`config.mk`:
```
export PLATFORM = sky130hd
export DESIGN_NAME = can_irq_combiner
export DESIGN_NICKNAME = d
export VERILOG_FILES = /design/src/rtl/can_irq_pkg.sv /design/src/rtl/can_irq_change_det.sv /design/src/rtl/can_irq_flag.sv /design/src/rtl/can_irq_router.sv /design/src/rtl/can_irq_combiner.sv
export SDC_FILE = /design/constraint.sdc
export NUM_CORES = 1
export LEC_CHECK = 0
export BUFFER_PORTS_ARGS = -buffer_cell sky130_fd_sc_hd__buf_2
export CAP_MARGIN = 10
export CELL_PAD_IN_SITES_DETAIL_PLACEMENT = 0
export CELL_PAD_IN_SITES_GLOBAL_PLACEMENT = 1
export CORE_AREA = 8 8 45 47
export CTS_CLUSTER_SIZE = 8
export DETAILED_ROUTE_END_ITERATION = 16
export DIE_AREA = 0 0 53 55
export PLACE_DENSITY_LB_ADDON = 0.3
export SYNTH_ARGS = -nofsm -noshare
export SYNTH_HDL_FRONTEND = slang
export SYNTH_SLANG_ARGS = --single-unit
```
`constraint.sdc`:
```
create_clock -name clk -period 1.3 [get_ports clk]
set_input_delay 0.13 -clock clk [delete_from_list [all_inputs] [get_ports clk]]
set_output_delay 0.13 -clock clk [all_outputs]
set_load 0.01 [all_outputs]
```
`src/rtl/can_irq_pkg.sv`:
```
package can_irq_pkg;

  // indices into the watched error-flag vector
  localparam int unsigned FLAG_BUS_OFF  = 0;
  localparam int unsigned FLAG_ERR_WARN = 1;
  localparam int unsigned NUM_WATCHED   = 2;

  typedef struct packed {
    logic rx_ok;
    logic tx_ok;
    logic lec_upd;
  } stat_evt_t;

  typedef struct packed {
    logic                   prot_err;
    logic [NUM_WATCHED-1:0] changed;
  } err_evt_t;

endpackage

```
`src/rtl/can_irq_change_det.sv`:
```
module can_irq_change_det #(
  parameter int unsigned W = 2
) (
  input  logic         clk,
  input  logic         rst_n,
  input  logic [W-1:0] lvl,
  output logic [W-1:0] chg
);

  logic [W-1:0] ref_q;

  for (genvar g = 0; g < W; g++) begin : g_bit
    always_ff @(posedge clk) begin
      if (!rst_n) ref_q[g] <= 1'b0;
      else        ref_q[g] <= lvl[g];
    end
    assign chg[g] = lvl[g] ^ ref_q[g];
  end

  // the reference value tracks the input every cycle
  ref_tracks_chk: assert property (@(posedge clk) disable iff (!rst_n)
    1'b1 |=> (ref_q == $past(lvl)));

endmodule

```
`src/rtl/can_irq_flag.sv`:
```
module can_irq_flag (
  input  logic clk,
  input  logic rst_n,
  input  logic set_req,
  input  logic ack,
  output logic flag
);

  logic flag_q;

  always_ff @(posedge clk) begin
    if (!rst_n)       flag_q <= 1'b0;
    else if (set_req) flag_q <= 1'b1;
    else if (ack)     flag_q <= 1'b0;
  end

  assign flag = flag_q;

  // a set request wins over a simultaneous acknowledge
  set_wins_chk: assert property (@(posedge clk) disable iff (!rst_n)
    set_req |=> flag);

  // an acknowledge alone clears the flag
  ack_clears_chk: assert property (@(posedge clk) disable iff (!rst_n)
    (ack && !set_req) |=> !flag);

  // the flag holds when nothing acts on it
  flag_hold_chk: assert property (@(posedge clk) disable iff (!rst_n)
    (!ack && !set_req) |=> $stable(flag));

endmodule

```
`src/rtl/can_irq_router.sv`:
```
module can_irq_router #(
  parameter int unsigned CNT_W = 4
) (
  input  logic             line_en,
  input  logic             mo_line_en,
  input  logic             flag,
  input  logic [CNT_W-1:0] mo_pending,
  output logic             irq_status,
  output logic             irq_mo
);

  logic mo_any;

  always_comb begin
    mo_any     = (mo_pending != '0);
    irq_mo     = mo_line_en & mo_any;
    irq_status = line_en & (flag | (~mo_line_en & mo_any));
  end

endmodule

```
`src/rtl/can_irq_combiner.sv`:
```
module can_irq_combiner #(
  parameter int unsigned CNT_W = 4
) (
  input  logic             clk,
  input  logic             rst_n,
  input  logic             line_en,
  input  logic             err_en,
  input  logic             stat_en,
  input  logic             mo_line_en,
  input  logic             ev_rx_ok,
  input  logic             ev_tx_ok,
  input  logic             ev_lec_upd,
  input  logic             prot_err,
  input  logic             bus_off,
  input  logic             err_warn,
  input  logic [CNT_W-1:0] mo_pending,
  input  logic             stat_ack,
  output logic             irq_status,
  output logic             irq_mo,
  output logic             stat_flag
);
  import can_irq_pkg::*;

  logic [NUM_WATCHED-1:0] watched;
  logic [NUM_WATCHED-1:0] watched_chg;
  stat_evt_t              sev;
  err_evt_t               eev;
  logic                   set_req;

  always_comb begin
    watched                = '0;
    watched[FLAG_BUS_OFF]  = bus_off;
    watched[FLAG_ERR_WARN] = err_warn;
  end

  can_irq_change_det #(.W(NUM_WATCHED)) i_chg (
    .clk   (clk),
    .rst_n (rst_n),
    .lvl   (watched),
    .chg   (watched_chg)
  );

  always_comb begin
    sev.rx_ok    = ev_rx_ok;
    sev.tx_ok    = ev_tx_ok;
    sev.lec_upd  = ev_lec_upd;
    eev.prot_err = prot_err;
    eev.changed  = watched_chg;
    set_req      = (err_en & (|eev)) | (stat_en & (|sev));
  end

  can_irq_flag i_flag (
    .clk     (clk),
    .rst_n   (rst_n),
    .set_req (set_req),
    .ack     (stat_ack),
    .flag    (stat_flag)
  );

  can_irq_router #(.CNT_W(CNT_W)) i_route (
    .line_en    (line_en),
    .mo_line_en (mo_line_en),
    .flag       (stat_flag),
    .mo_pending (mo_pending),
    .irq_status (irq_status),
    .irq_mo     (irq_mo)
  );


  line_off_chk: assert property (@(posedge clk) disable iff (!rst_n)
    !line_en |-> !irq_status);


  mo_line_off_chk: assert property (@(posedge clk) disable iff (!rst_n)
    !mo_line_en |-> !irq_mo);


  prot_sets_chk: assert property (@(posedge clk) disable iff (!rst_n)
    (err_en && prot_err) |=> stat_flag);


  stat_sets_chk: assert property (@(posedge clk) disable iff (!rst_n)
    (stat_en && (ev_rx_ok || ev_tx_ok || ev_lec_upd)) |=> stat_flag);


  masked_quiet_chk: assert property (@(posedge clk) disable iff (!rst_n)
    (!err_en && !stat_en && !stat_ack) |=> $stable(stat_flag));

endmodule

```
---- Yosys cells after proc, flatten, opt, wreduce, memory -nomap -nowiden ----
Cells that the tools add are included.
storage, ports and cells
  flip-flop bits (word level) ............. 3
  word-level logic and storage cells ...... 19
  input bits .............................. 17
cells by class
  mux-type cells .......................... 2
  reduce and logical (&&, ||, !) cells .... 4
  bitwise logic cells ..................... 10
operator list
  operator            number
  3-bit OR reduction  2
  1-bit bitwise AND   5
  4-bit nonzero test  1
  1-bit two-way mux   2
  1-bit OR            2
  2-bit nonzero test  1
  1-bit XOR           2
  1-bit inverter      1

---- Longest topological paths before layout ----
Gate-level depths: netlist of the first run.
  depth in word-level cells ............... 5
  mapped depth ............................ 3
  gate-level depth less buffers ........... 3

---- Modules after synthesis ----
Synthesis of the first run repeated with hierarchy kept, for this count alone.
unflattened totals
  cell total of the unflattened synthesis .. 17
  area, all modules ....................... 165.2 um2
modules (own cells, without submodules)
  module              area an instance (um2)  cells an instance  instances  seq. area each (um2)
  can_irq_change_det  71.3                    6                  1          40.0
  can_irq_flag        41.3                    3                  1          20.0
  can_irq_router      33.8                    5                  1          0.0
  can_irq_combiner    18.8                    3                  1          0.0

---- Worst setup path before layout of the first run ----
Ideal clock, no wire load.
  kind .................................... register to register
  start ................................... reg i_chg.ref_q[0]
  end ..................................... reg i_flag.flag_q, in the netlist i_flag.flag
  cell stages (with the launch flop) ...... 4
  path buffers ............................ 0
  period minus slack after synthesis ...... 843 ps
  data arrival time ....................... 715 ps
  slack ................................... 457 ps
  setup time .............................. 127 ps
  required time ........................... 1173 ps
  cell sequence ........................... dfxtp_1 -> xor2_1 -> o31ai_1 -> a31oi_1
on the way
  word-level cells in the longest chain between the ends .. 5
  elaborated cells on any way between the ends .. 6
  classes of those cells .................. 1 x mux; 3 x bitwise; 2 x reduce/logical
ends and longest elaborated chain
  what                                                     RTL line                  RTL
  start: declaration                                       can_irq_change_det.sv:10  logic [W-1:0] ref_q;
  start signal: indexed assignment                         can_irq_change_det.sv:15  else ref_q[g] <= lvl[g];
  1-bit XOR (*)                                            can_irq_change_det.sv:17  assign chg[g] = lvl[g] ^ ref_q[g];
  3-bit OR reduction (*)                                   can_irq_combiner.sv:49    set_req = (err_en & (|eev)) | (stat_en & (|sev));
  1-bit bitwise AND (*)                                    can_irq_combiner.sv:49
  1-bit OR (*)                                             can_irq_combiner.sv:49
  1-bit two-way mux or 2-bit nonzero test (tied branches)  --
  end signal: assignment                                   can_irq_flag.sv:12        if (!rst_n) flag_q <= 1'b0;
  end signal: assignment                                   can_irq_flag.sv:13        else if (set_req) flag_q <= 1'b1;
  end signal: assignment                                   can_irq_flag.sv:14        else if (ack) flag_q <= 1'b0;
  end: declaration                                         can_irq_flag.sv:9         logic flag_q;
Mark *: on every way between the ends. The rest lies on a longest branch, timed or not.
A chain may end at the register's enable or synchronous reset.

---- Final worst setup path of the first run ----
  start ................................... in mo_pending[1]
  end ..................................... out irq_status
on the way
  word-level cells in the longest chain between the ends .. 4
ends and longest elaborated chain
  what                RTL line                RTL
  start: declaration  can_irq_combiner.sv:16  input logic [CNT_W-1:0] mo_pending,
  4-bit nonzero test  can_irq_router.sv:15    mo_any = (mo_pending != '0);
  1-bit bitwise AND   can_irq_router.sv:17    irq_status = line_en & (flag | (~mo_line_en & mo_any));
  1-bit OR            can_irq_router.sv:17
  1-bit bitwise AND   can_irq_router.sv:17
  end: declaration    can_irq_combiner.sv:18  output logic irq_status,
Every way passes these cells.

==> results of run 1 <==
sequential cells by signal, summed over array words and instances, names as in the netlist:
name / count
i_chg.ref_q: 2
i_flag.flag: 1
per-layer routing:
metal	routed length [um]	global-route usage, %	vias to the layer above
li1	-	-	101
met1	192	3.19	79
met2	174	4.30	16
met3	138	3.74	0
met4	0	3.88	0
met5	0	0	-
power groups by stage:
stage	clock, mW	combinational, mW	sequential, mW
6_report	0.163	0.0537	0.102
2_1_floorplan	0	0.0190	0.104
3_3_place_gp	0	0.0548	0.103
4_1_cts	0.175	0.0551	0.102
5_1_grt	0.183	0.0601	0.102
3_5_place_dp	0	0.0548	0.103
logic make-up (layout without fill, tap and decap cells):
family / Yosys count / count (layout) / share of synthesized area (%)
buf+inv: 1 / 24 / 2.48
flops: 3 / 3 / 39.7
simple gates: 6 / 6 / 27.3
xor+xnor: 2 / 2 / 11.6
compound gates: 4 / 4 / 19.0
layout make-up:
cell class	count	area [um^2]	share of cell area, %
Multi-Input combinational cell	12	87.6	29.9
Tap cell	16	20.0	6.84
Inverter	1	3.75	1.28
Sequential cell	3	60.1	20.5
Timing Repair Buffer	19	95.1	32.5
Clock buffer	4	26.3	8.97
stage by stage:
| step | instance area, um^2 | power (mW) | util (%) | instances | setup slack (ps) |
|---|---|---|---|---|---|
| floorplan | 151 | 0.123 | - | 16 | 457 |
| finish | 293 | 0.318 | 21.2 | 55 | 282 |
| detailed placement | 267 | 0.158 | 19.3 | 51 | 283 |
| CTS | 293 | 0.331 | 21.2 | 55 | 279 |
| global route | 293 | 0.345 | 21.2 | 55 | 209 |
| global placement | 267 | 0.158 | 19.3 | 51 | 277 |
worst max path at each step:
stage	start	end	slack (ps)	cells after the start
after floorplan	i_chg.ref_q[0]	i_flag.flag	460	3
after global placement	mo_pending[1]	irq_status	280	5
after detailed placement	mo_pending[1]	irq_status	280	5
after CTS	mo_pending[1]	irq_status	280	5
after global routing	mo_pending[1]	irq_status	210	5
final	mo_pending[1]	irq_status	280	5
worst max-delay path: stages:
cell and delay [ps]:
buf_2 100, nor4_2 300, nor2_1 70, o21a_1 160, buf_2 130
layout by cell type, fill, tap and decap left out:
cell type  netlist  routed
clkbuf_4         0       3
and2_1           2       2
buf_2            0      19
nand2b_1         1       1
dfxtp_1          3       3
clkbuf_1         0       1
a31oi_1          1       1
xor2_1           2       2
nor4_2           1       1
inv_1            1       1
o21a_1           1       1
o31ai_1          2       2
nor2_1           1       1
nor2b_1          1       1
==> impl_metrics.xml, run 1 <==
<?xml version="1.0" encoding="UTF-8"?>
<metrics>
  <group name="critical_path">
    <metric name="cp_capture_type" unit="">output pin</metric>
    <metric name="reg2regPathDepth" unit="">3</metric>
    <metric name="crit-reg2reg-launch" unit="">i_chg.ref_q[0]</metric>
    <metric name="critical_path_required" unit="ps">1170</metric>
    <metric name="worst_r2r_endpoint" unit="">i_flag.flag</metric>
    <metric name="reg2reg_slack" unit="ps">430</metric>
    <metric name="largest_fanout_on_the_critical_path" unit="">2</metric>
    <metric name="timing.setup.critical_path_class" unit="">in -&gt; out</metric>
    <metric name="setup.worst_path.start_class" unit="">input port</metric>
    <metric name="critPathArrivalTime" unit="ps">890</metric>
  </group>
  <group name="pwr">
    <metric name="pwr-share-comb" unit="%">16.9</metric>
    <metric name="power.sequential.fraction" unit="%">31.9</metric>
    <metric name="pwr-share-clk" unit="%">51.2</metric>
    <metric name="power.leakage" unit="nW">0.151</metric>
    <metric name="internal_power" unit="mW">0.246</metric>
    <metric name="switching_share" unit="%">22.7</metric>
    <metric name="power-per-cell-area" unit="nW/um^2">1090</metric>
    <metric name="switching_power" unit="mW">0.0721</metric>
    <metric name="worst_ir_drop_vdd" unit="mV">0.332</metric>
  </group>
  <group name="hold_path">
    <metric name="timing.hold.worst.start" unit="">err_warn</metric>
    <metric name="hold_path_class" unit="">in -&gt; reg</metric>
    <metric name="hold_depth" unit="">2</metric>
    <metric name="min_to" unit="">i_chg.ref_q[1]</metric>
  </group>
  <group name="die">
    <metric name="count_of_boundary_i_o_pins" unit="">20</metric>
    <metric name="initial_core_util" unit="%">10.9</metric>
    <metric name="die-area" unit="um^2">2920</metric>
    <metric name="die_height" unit="um">55</metric>
    <metric name="core-area" unit="um^2">1380</metric>
    <metric name="rows" unit="">14</metric>
    <metric name="die_w" unit="um">53</metric>
  </group>
  <group name="sta">
    <metric name="slew_headroom" unit="%">83.1</metric>
    <metric name="hold_viol" unit="">0</metric>
    <metric name="tns" unit="ps">0</metric>
    <metric name="finalSetupViolations" unit="">0</metric>
    <metric name="worst_hold_slack" unit="ps">129</metric>
    <metric name="achievable-frequency" unit="MHz">982</metric>
    <metric name="skew" unit="ps">4.38</metric>
    <metric name="final_min_period_over_clock_period" unit="%">78.3</metric>
    <metric name="setup_repair_after_global_routing_missed_its_margin" unit="">false</metric>
    <metric name="least_margin_pin_slew" unit="ps">251</metric>
    <metric name="drv_slew" unit="">0</metric>
    <metric name="finalWorstPathRequiredPeriod" unit="ps">1020</metric>
  </group>
  <group name="clocking">
    <metric name="cell_at_the_root_of_the_clock_tree" unit="">clkbuf_4</metric>
    <metric name="tritoncts.num_buffers" unit="">3</metric>
    <metric name="h-tree-depth" unit="">1</metric>
    <metric name="tritoncts" unit="">done</metric>
    <metric name="postCtsSetupBuffers" unit="">0</metric>
    <metric name="ctsResizeCount" unit="">0</metric>
    <metric name="cts.reportedPaths.clkPinSlew" unit="ps">40</metric>
    <metric name="clk-insertion-delay-late" unit="ps">230</metric>
    <metric name="hold_buffers_post_cts" unit="">0</metric>
    <metric name="cts-root-to-sink-buffers" unit="">2</metric>
    <metric name="cts_sinks" unit="">3</metric>
  </group>
  <group name="layout">
    <metric name="syn_to_final_growth" unit="%">93.4</metric>
    <metric name="antennaDiodeCount" unit="">0</metric>
    <metric name="fin_nets" unit="">57</metric>
    <metric name="drive_above_1_share" unit="%">59.0</metric>
    <metric name="final.fill_count" unit="">155</metric>
  </group>
  <group name="global_routing">
    <metric name="grtUsageTotal" unit="%">3.61</metric>
    <metric name="first_pass_grt_wire_length" unit="um">703</metric>
    <metric name="grt_start_max_net_pins" unit="">4</metric>
    <metric name="antenna_violations_before_repair" unit="">0</metric>
    <metric name="globalRouteOverflowTotal" unit="">0</metric>
    <metric name="first_global_vias" unit="">207</metric>
  </group>
  <group name="job">
    <metric name="max_cap_violations" unit="">0</metric>
  </group>
  <group name="synth">
    <metric name="synth_edf_count" unit="">0</metric>
    <metric name="synth_most_common_cell" unit="">dfxtp_1</metric>
    <metric name="syn_avg_cell_area" unit="um^2">9.46</metric>
    <metric name="synth-warning-count" unit="">0</metric>
    <metric name="synth-seq-area-share" unit="%">39.7</metric>
    <metric name="synth.top_cells.by_area" unit="">dfxtp_1 40%, xor2_1 12%, o31ai_1 9.9%, and2_1 8.3%, nor4_2 8.3%</metric>
    <metric name="synth_cells" unit="">16</metric>
    <metric name="synth_top_cell_area_share" unit="%">39.7</metric>
    <metric name="unique_cell_type_count_in_the_yosys_netlist" unit="">11</metric>
    <metric name="netlist.top_cell.by_area" unit="">dfxtp_1</metric>
    <metric name="post_synth_instance_area" unit="um^2">151</metric>
    <metric name="ys_async_sr_fraction" unit="%">0</metric>
    <metric name="yosys_most_used_dff" unit="">dfxtp_1</metric>
    <metric name="synth_commonest_cells" unit="">3 x dfxtp_1, 2 x and2_1, 2 x o31ai_1, 2 x xor2_1</metric>
    <metric name="ys_ff_latch" unit="">3</metric>
    <metric name="synthesis.nets" unit="">33</metric>
  </group>
  <group name="routing">
    <metric name="post_drt_via_cell_ratio" unit="">3.56</metric>
    <metric name="wl_per_cell" unit="um">9.18</metric>
    <metric name="drt-initial-drc-count" unit="">1</metric>
    <metric name="firstDrtPassIters" unit="">2</metric>
    <metric name="route.antenna.remaining_nets" unit="">0</metric>
    <metric name="remaining_drc_errors" unit="">0</metric>
    <metric name="routed_wl" unit="um">505</metric>
    <metric name="total_number_of_vias" unit="">196</metric>
  </group>
  <group name="placement">
    <metric name="place_congestion" unit="">0.687</metric>
    <metric name="placement.io_buffers" unit="">19</metric>
  </group>
  <group name="status">
    <metric name="outcome" unit="">finished clean</metric>
  </group>
</metrics>
Power figures use the tool's default switching activity.
==> run 2: changes to the inputs <==
- clock period: 1.3 -> 0.95 ns (I/O delays scaled with it)
==> impl_metrics.xml, run 2 (same netlist as run 1, synthesis figures left out) <==
<?xml version="1.0" encoding="UTF-8"?>
<metrics>
  <group name="status">
    <metric name="outcome" unit="">finished clean</metric>
  </group>
  <group name="sta">
    <metric name="slew_headroom" unit="%">84.6</metric>
    <metric name="achievable-frequency" unit="MHz">1060</metric>
    <metric name="setup_repair_after_global_routing_missed_its_margin" unit="">true</metric>
    <metric name="least_margin_pin_slew" unit="ps">230</metric>
    <metric name="finalSetupViolations" unit="">0</metric>
    <metric name="hold_viol" unit="">0</metric>
    <metric name="finalWorstPathRequiredPeriod" unit="ps">943</metric>
    <metric name="final_min_period_over_clock_period" unit="%">99.3</metric>
    <metric name="drv_slew" unit="">0</metric>
    <metric name="skew" unit="ps">2.17</metric>
  </group>
  <group name="routing">
    <metric name="post_drt_via_cell_ratio" unit="">3.57</metric>
    <metric name="drt-initial-drc-count" unit="">0</metric>
    <metric name="route.antenna.remaining_nets" unit="">0</metric>
    <metric name="wl_per_cell" unit="um">9.93</metric>
    <metric name="remaining_drc_errors" unit="">0</metric>
    <metric name="routed_wl" unit="um">556</metric>
    <metric name="firstDrtPassIters" unit="">1</metric>
    <metric name="total_number_of_vias" unit="">200</metric>
  </group>
  <group name="placement">
    <metric name="numPlacedInstances" unit="">51</metric>
    <metric name="placement.io_buffers" unit="">19</metric>
    <metric name="place_congestion" unit="">0.710</metric>
  </group>
  <group name="clocking">
    <metric name="cts.reportedPaths.clkPinSlew" unit="ps">40</metric>
    <metric name="cts_sinks" unit="">3</metric>
    <metric name="cell_at_the_root_of_the_clock_tree" unit="">clkbuf_4</metric>
    <metric name="tritoncts" unit="">done</metric>
    <metric name="cts-root-to-sink-buffers" unit="">2</metric>
    <metric name="clk-insertion-delay-late" unit="ps">230</metric>
    <metric name="h-tree-depth" unit="">1</metric>
    <metric name="tritoncts.num_buffers" unit="">3</metric>
  </group>
  <group name="critical_path">
    <metric name="reg2reg_slack" unit="ps">70</metric>
    <metric name="worst_r2r_endpoint" unit="">i_flag.flag</metric>
    <metric name="critPathArrivalTime" unit="ps">850</metric>
    <metric name="cp_capture_type" unit="">output pin</metric>
    <metric name="critical_path_required" unit="ps">850</metric>
    <metric name="crit-reg2reg-launch" unit="">i_chg.ref_q[0]</metric>
    <metric name="setup.worst_path.start_class" unit="">flip-flop</metric>
    <metric name="reg2regPathDepth" unit="">3</metric>
    <metric name="largest_fanout_on_the_critical_path" unit="">3</metric>
    <metric name="timing.setup.critical_path_class" unit="">reg -&gt; out</metric>
  </group>
  <group name="layout">
    <metric name="largest-register" unit="">i_chg.ref_q</metric>
    <metric name="drive_above_1_share" unit="%">62.5</metric>
    <metric name="stdcell_count" unit="">56</metric>
    <metric name="commonest_non_fill_non_tap_cells_in_the_layout" unit="">16 x buf_2, 3 x clkbuf_4, 3 x buf_6</metric>
    <metric name="antennaDiodeCount" unit="">0</metric>
    <metric name="final_common_cell" unit="">buf_2</metric>
    <metric name="fin_nets" unit="">58</metric>
    <metric name="largest_register_ffs" unit="">2</metric>
    <metric name="syn_to_final_growth" unit="%">117</metric>
  </group>
  <group name="pwr">
    <metric name="power.sequential.fraction" unit="%">31.1</metric>
    <metric name="switching_share" unit="%">22.8</metric>
    <metric name="design_power_total" unit="mW">0.449</metric>
    <metric name="switching_power" unit="mW">0.103</metric>
    <metric name="pwr-share-clk" unit="%">49.5</metric>
    <metric name="worst_ir_drop_vdd" unit="mV">0.904</metric>
    <metric name="pwr-share-comb" unit="%">19.4</metric>
    <metric name="internal_power" unit="mW">0.347</metric>
    <metric name="power-per-cell-area" unit="nW/um^2">1370</metric>
    <metric name="power.leakage" unit="nW">0.164</metric>
  </group>
  <group name="hold_path">
    <metric name="min_to" unit="">i_flag.flag</metric>
    <metric name="hold_path_class" unit="">in -&gt; reg</metric>
    <metric name="timing.hold.worst.start" unit="">rst_n</metric>
    <metric name="hold_depth" unit="">3</metric>
  </group>
  <group name="global_routing">
    <metric name="first_pass_grt_wire_length" unit="um">924</metric>
    <metric name="grtUsageTotal" unit="%">4.54</metric>
    <metric name="globalRouteOverflowTotal" unit="">0</metric>
    <metric name="first_global_vias" unit="">217</metric>
    <metric name="grt_start_max_net_pins" unit="">4</metric>
    <metric name="antenna_violations_before_repair" unit="">0</metric>
  </group>
  <group name="die">
    <metric name="count_of_boundary_i_o_pins" unit="">20</metric>
    <metric name="core-area" unit="um^2">1380</metric>
    <metric name="die-area" unit="um^2">2920</metric>
    <metric name="initial_core_util" unit="%">10.9</metric>
    <metric name="die_height" unit="um">55</metric>
    <metric name="die_w" unit="um">53</metric>
    <metric name="rows" unit="">14</metric>
  </group>
  <group name="job">
    <metric name="max_cap_violations" unit="">0</metric>
  </group>
</metrics>
-- run 2: critical path, stage by stage (launching register included) --
cell	delay, ps
dfxtp_2	310
o21a_1	170
buf_2	130
-- run 2: repair_timing --
| action | CTS | global route |
|---|---|---|
| gates resized for setup | 4 | 1 |
| pin swaps | 3 | 3 |
| setup endpoints to repair | 1 | 2 |
| hold buffers | 0 | 0 |
| setup buffers | 0 | 1 |
| endpoints found under the hold margin | 0 | 0 |
-- run 2: layout make-up --
class                           count  area, um^2
Multi-Input combinational cell     12        96.3
Timing Repair Buffer               20         121
Fill cell                         155        1050
Tap cell                           16        20.0
Sequential cell                     3        61.3
Clock buffer                        4        26.3
Inverter                            1        3.75
-- run 2: power groups by stage --
stage / Sequential (mW) / Combinational [mW] / Clock (mW)
5_1_grt: 0.141 / 0.0971 / 0.247
3_3_place_gp: 0.141 / 0.0749 / 0
4_1_cts: 0.140 / 0.0842 / 0.234
6_report: 0.140 / 0.0874 / 0.222
3_5_place_dp: 0.141 / 0.0745 / 0
2_1_floorplan: 0.142 / 0.0260 / 0
-- run 2: worst max-delay path by stage --
stage               slack, ps  depth (start not counted)      startpoint     endpoint
floorplan                 110                          3  i_chg.ref_q[0]  i_flag.flag
global placement           -7                          5   mo_pending[1]   irq_status
detailed placement        -10                          5   mo_pending[1]   irq_status
finish                      7                          2     i_flag.flag   irq_status
global route              -60                          5   mo_pending[1]   irq_status
CTS                      -0.2                          5   mo_pending[2]   irq_status
-- run 2: per-stage QoR --
step	area, um^2	hold WS [ps]	TNS, ps	worst slack, ps	util [%]
2_1_floorplan	151	204	0	107	-
3_3_place_gp	267	334	-7.05	-7.05	19.3
3_5_place_dp	267	332	-14.7	-14.7	19.3
4_1_cts	315	84.0	-0.179	-0.179	22.8
5_1_grt	329	99.1	-62.9	-59.1	23.8
6_report	329	94.3	0	6.72	23.8
-- run 2: metal layers --
layer  part of all wire [%]  GRT usage [%]  vias up
met4                      0           1.29        0
met5                      0              0        -
li1                       -              -      104
met3                     25           5.88        0
met2                     36           5.66       16
met1                     39           4.41       80
==> run 3: changes to the inputs <==
- GPL_TIMING_DRIVEN: default -> 0
- PLACE_DENSITY: default -> 0.55
- PLACE_DENSITY_LB_ADDON: 0.3 -> default
- SYNTH_HIERARCHICAL: default -> 1
==> impl_metrics.xml, run 3 <==
<?xml version="1.0" encoding="UTF-8"?>
<metrics>
  <group name="status">
    <metric name="outcome" unit="">complete, but fails checks</metric>
    <metric name="violations" unit="">negative setup slack</metric>
  </group>
  <group name="layout">
    <metric name="post-route-util" unit="%">22.2</metric>
    <metric name="largest_register_ffs" unit="">2</metric>
    <metric name="drive_above_1_share" unit="%">62.5</metric>
    <metric name="antennaDiodeCount" unit="">0</metric>
    <metric name="largest-register" unit="">i_chg/ref_q</metric>
    <metric name="syn_to_final_growth" unit="%">85.6</metric>
    <metric name="commonest_non_fill_non_tap_cells_in_the_layout" unit="">19 x buf_2, 3 x clkbuf_4, 3 x dfxtp_1</metric>
    <metric name="final_common_cell" unit="">buf_2</metric>
    <metric name="final.fill_count" unit="">155</metric>
    <metric name="final_design_area_no_fill" unit="um^2">307</metric>
    <metric name="fin_nets" unit="">58</metric>
  </group>
  <group name="sta">
    <metric name="slew_headroom" unit="%">82.4</metric>
    <metric name="setup_repair_after_global_routing_missed_its_margin" unit="">true</metric>
    <metric name="skew" unit="ps">0.173</metric>
    <metric name="final_min_period_over_clock_period" unit="%">104</metric>
    <metric name="achievable-frequency" unit="MHz">1010</metric>
    <metric name="post-route-worst-setup-slack" unit="ps">-36.4</metric>
    <metric name="tns" unit="ps">-36.4</metric>
    <metric name="finalWorstPathRequiredPeriod" unit="ps">986</metric>
    <metric name="hold_viol" unit="">0</metric>
    <metric name="finalSetupViolations" unit="">1</metric>
    <metric name="drv_slew" unit="">0</metric>
    <metric name="worst_hold_slack" unit="ps">91.3</metric>
    <metric name="least_margin_pin_slew" unit="ps">262</metric>
  </group>
  <group name="synth">
    <metric name="netlist.top_cell.by_area" unit="">dfxtp_1</metric>
    <metric name="synth_simple_gate_area_share" unit="%">36.4</metric>
    <metric name="unique_cell_type_count_in_the_yosys_netlist" unit="">12</metric>
    <metric name="yosys_most_used_dff" unit="">dfxtp_1</metric>
    <metric name="ys_ff_latch" unit="">3</metric>
    <metric name="main_combinational_cell_family_by_area_after_synthesis" unit="">simple AND/OR/NAND/NOR gates</metric>
    <metric name="synth_most_common_cell" unit="">dfxtp_1</metric>
    <metric name="synth-warning-count" unit="">6</metric>
    <metric name="synth.mux.area_fraction" unit="%">0</metric>
    <metric name="synth_commonest_cells" unit="">3 x dfxtp_1, 2 x nand2_1, 2 x o31ai_1, 2 x xor2_1</metric>
    <metric name="post_synth_instance_area" unit="um^2">165</metric>
    <metric name="synth_edf_count" unit="">0</metric>
    <metric name="synth_cells" unit="">17</metric>
    <metric name="synth-seq-area-share" unit="%">36.4</metric>
    <metric name="synth_xor_area_share" unit="%">10.6</metric>
    <metric name="synth_adder_area_share" unit="%">0</metric>
    <metric name="ys_async_sr_fraction" unit="%">0</metric>
    <metric name="synth.top_cells.by_area" unit="">dfxtp_1 36%, xor2_1 11%, o31ai_1 9.1%, nor2b_4 8.3%, nor4_2 7.6%</metric>
    <metric name="synthesis.nets" unit="">34</metric>
    <metric name="synth_compound_gate_area_share" unit="%">16.7</metric>
    <metric name="synth_top_cell_area_share" unit="%">36.4</metric>
    <metric name="syn_avg_cell_area" unit="um^2">9.72</metric>
  </group>
  <group name="routing">
    <metric name="route.antenna.remaining_nets" unit="">0</metric>
    <metric name="wl_per_cell" unit="um">10.3</metric>
    <metric name="drt-initial-drc-count" unit="">4</metric>
    <metric name="routed_wl" unit="um">574</metric>
    <metric name="post_drt_via_cell_ratio" unit="">3.59</metric>
    <metric name="total_number_of_vias" unit="">201</metric>
    <metric name="remaining_drc_errors" unit="">0</metric>
    <metric name="firstDrtPassIters" unit="">2</metric>
  </group>
  <group name="clocking">
    <metric name="h-tree-depth" unit="">1</metric>
    <metric name="cell_at_the_root_of_the_clock_tree" unit="">clkbuf_4</metric>
    <metric name="tritoncts.num_buffers" unit="">3</metric>
    <metric name="cts_sinks" unit="">3</metric>
    <metric name="clk-insertion-delay-late" unit="ps">230</metric>
    <metric name="cts.reportedPaths.clkPinSlew" unit="ps">40</metric>
    <metric name="postCtsSetupBuffers" unit="">0</metric>
    <metric name="hold_buffers_post_cts" unit="">0</metric>
    <metric name="cts-root-to-sink-buffers" unit="">2</metric>
    <metric name="ctsResizeCount" unit="">0</metric>
    <metric name="tritoncts" unit="">done</metric>
  </group>
  <group name="pwr">
    <metric name="power-per-cell-area" unit="nW/um^2">1450</metric>
    <metric name="power.leakage" unit="nW">0.155</metric>
    <metric name="worst_ir_drop_vdd" unit="mV">0.760</metric>
  </group>
  <group name="global_routing">
    <metric name="first_pass_grt_wire_length" unit="um">924</metric>
    <metric name="first_global_vias" unit="">246</metric>
    <metric name="grtUsageTotal" unit="%">4.53</metric>
    <metric name="grt_start_max_net_pins" unit="">4</metric>
    <metric name="globalRouteOverflowTotal" unit="">0</metric>
    <metric name="antenna_violations_before_repair" unit="">0</metric>
  </group>
  <group name="critical_path">
    <metric name="critPathArrivalTime" unit="ps">1110</metric>
    <metric name="cpPeakStageDelay" unit="ps">290</metric>
    <metric name="reg2reg_slack" unit="ps">-40</metric>
    <metric name="critical_path_required" unit="ps">1070</metric>
    <metric name="critPathSlowestCell" unit="">dfxtp_1</metric>
    <metric name="cp_capture_type" unit="">flip-flop</metric>
    <metric name="timing.setup.critical_path_class" unit="">reg -&gt; reg</metric>
    <metric name="setup.worst_path.start_class" unit="">flip-flop</metric>
    <metric name="crit_chain" unit="">xor2_1 &gt; o31ai_1 &gt; nand2_1 &gt; o21a_1</metric>
    <metric name="largest_fanout_on_the_critical_path" unit="">1</metric>
  </group>
  <group name="placement">
    <metric name="place_congestion" unit="">0.693</metric>
    <metric name="dpl-instance-area" unit="um^2">280</metric>
    <metric name="place_worst_setup_slack" unit="ps">-53.5</metric>
    <metric name="placement.io_buffers" unit="">19</metric>
  </group>
  <group name="die">
    <metric name="die_height" unit="um">55</metric>
    <metric name="die-area" unit="um^2">2920</metric>
    <metric name="die_w" unit="um">53</metric>
    <metric name="count_of_boundary_i_o_pins" unit="">20</metric>
    <metric name="core-area" unit="um^2">1380</metric>
    <metric name="initial_core_util" unit="%">11.9</metric>
    <metric name="rows" unit="">14</metric>
  </group>
  <group name="job">
    <metric name="max_cap_violations" unit="">0</metric>
  </group>
  <group name="hold_path">
    <metric name="hold_path_class" unit="">in -&gt; reg</metric>
  </group>
</metrics>
[run 3: through the flow]
step | cells | power, mW
after global routing | 56 | 0.476
after global placement | 52 | 0.224
after detailed placement | 52 | 0.225
final | 56 | 0.444
after CTS | 56 | 0.456
after floorplan | 17 | 0.174
[run 3: cells by family (layout without fill, tap and decap cells)]
kind of cell / Yosys count / in the layout
and+or+nand+nor: 8 / 8
AOI/OAI and AO/OA: 4 / 4
DFF: 3 / 3
xor gates and xnor gates: 2 / 2
buffers and inverters: 0 / 23
[run 3: cell type report]
cell class	instances	area, um^2	area share [%]
Sequential cell	3	60.1	19.6
Multi-Input combinational cell	14	105	34.3
Clock buffer	4	26.3	8.57
Tap cell	16	20.0	6.53
Timing Repair Buffer	19	95.1	31.0
[run 3: final timing paths]
check | to | depth (start not counted) | start
worst min register to register | i_flag/flag | 2 | i_flag/flag
worst max register to register | i_flag/flag | 4 | i_chg/ref_q[0]
worst min-delay path | i_chg/ref_q[0] | 2 | bus_off
worst max-delay path | i_flag/flag | 4 | i_chg/ref_q[0]
[run 3: layer usage]
metal  routed length [um]  part of all wire [%]  up-vias  GRT usage [%]
met1                  266                    46       77           5.01
met3                  136                    24        0           4.55
met4                    0                     0        0           1.29
met5                    0                     0        -              0
li1                     -                     -      104              -
met2                  171                    30       20           5.86
[run 3: critical path, delay by kind of cell (launching register included)]
kind / cells / cell delay [ps]
AOI/OAI and AO/OA: 2 / 370
xor gates and xnor gates: 1 / 140
DFF: 1 / 290
and+or+nand+nor: 1 / 70
[run 3: repair_timing]
item | CTS | global route
endpoints found under the hold margin | 0 | 0
setup endpoints to repair | 1 | 2
cloned | 0 | 0
[run 3: power breakdown]
part	switching, mW	internal [mW]	leakage (nW)	total [mW]
logic	0.0328	0.0491	0.115	0.0818
clock network	0.0655	0.157	0.0150	0.223
registers	0.00405	0.135	0.0251	0.139
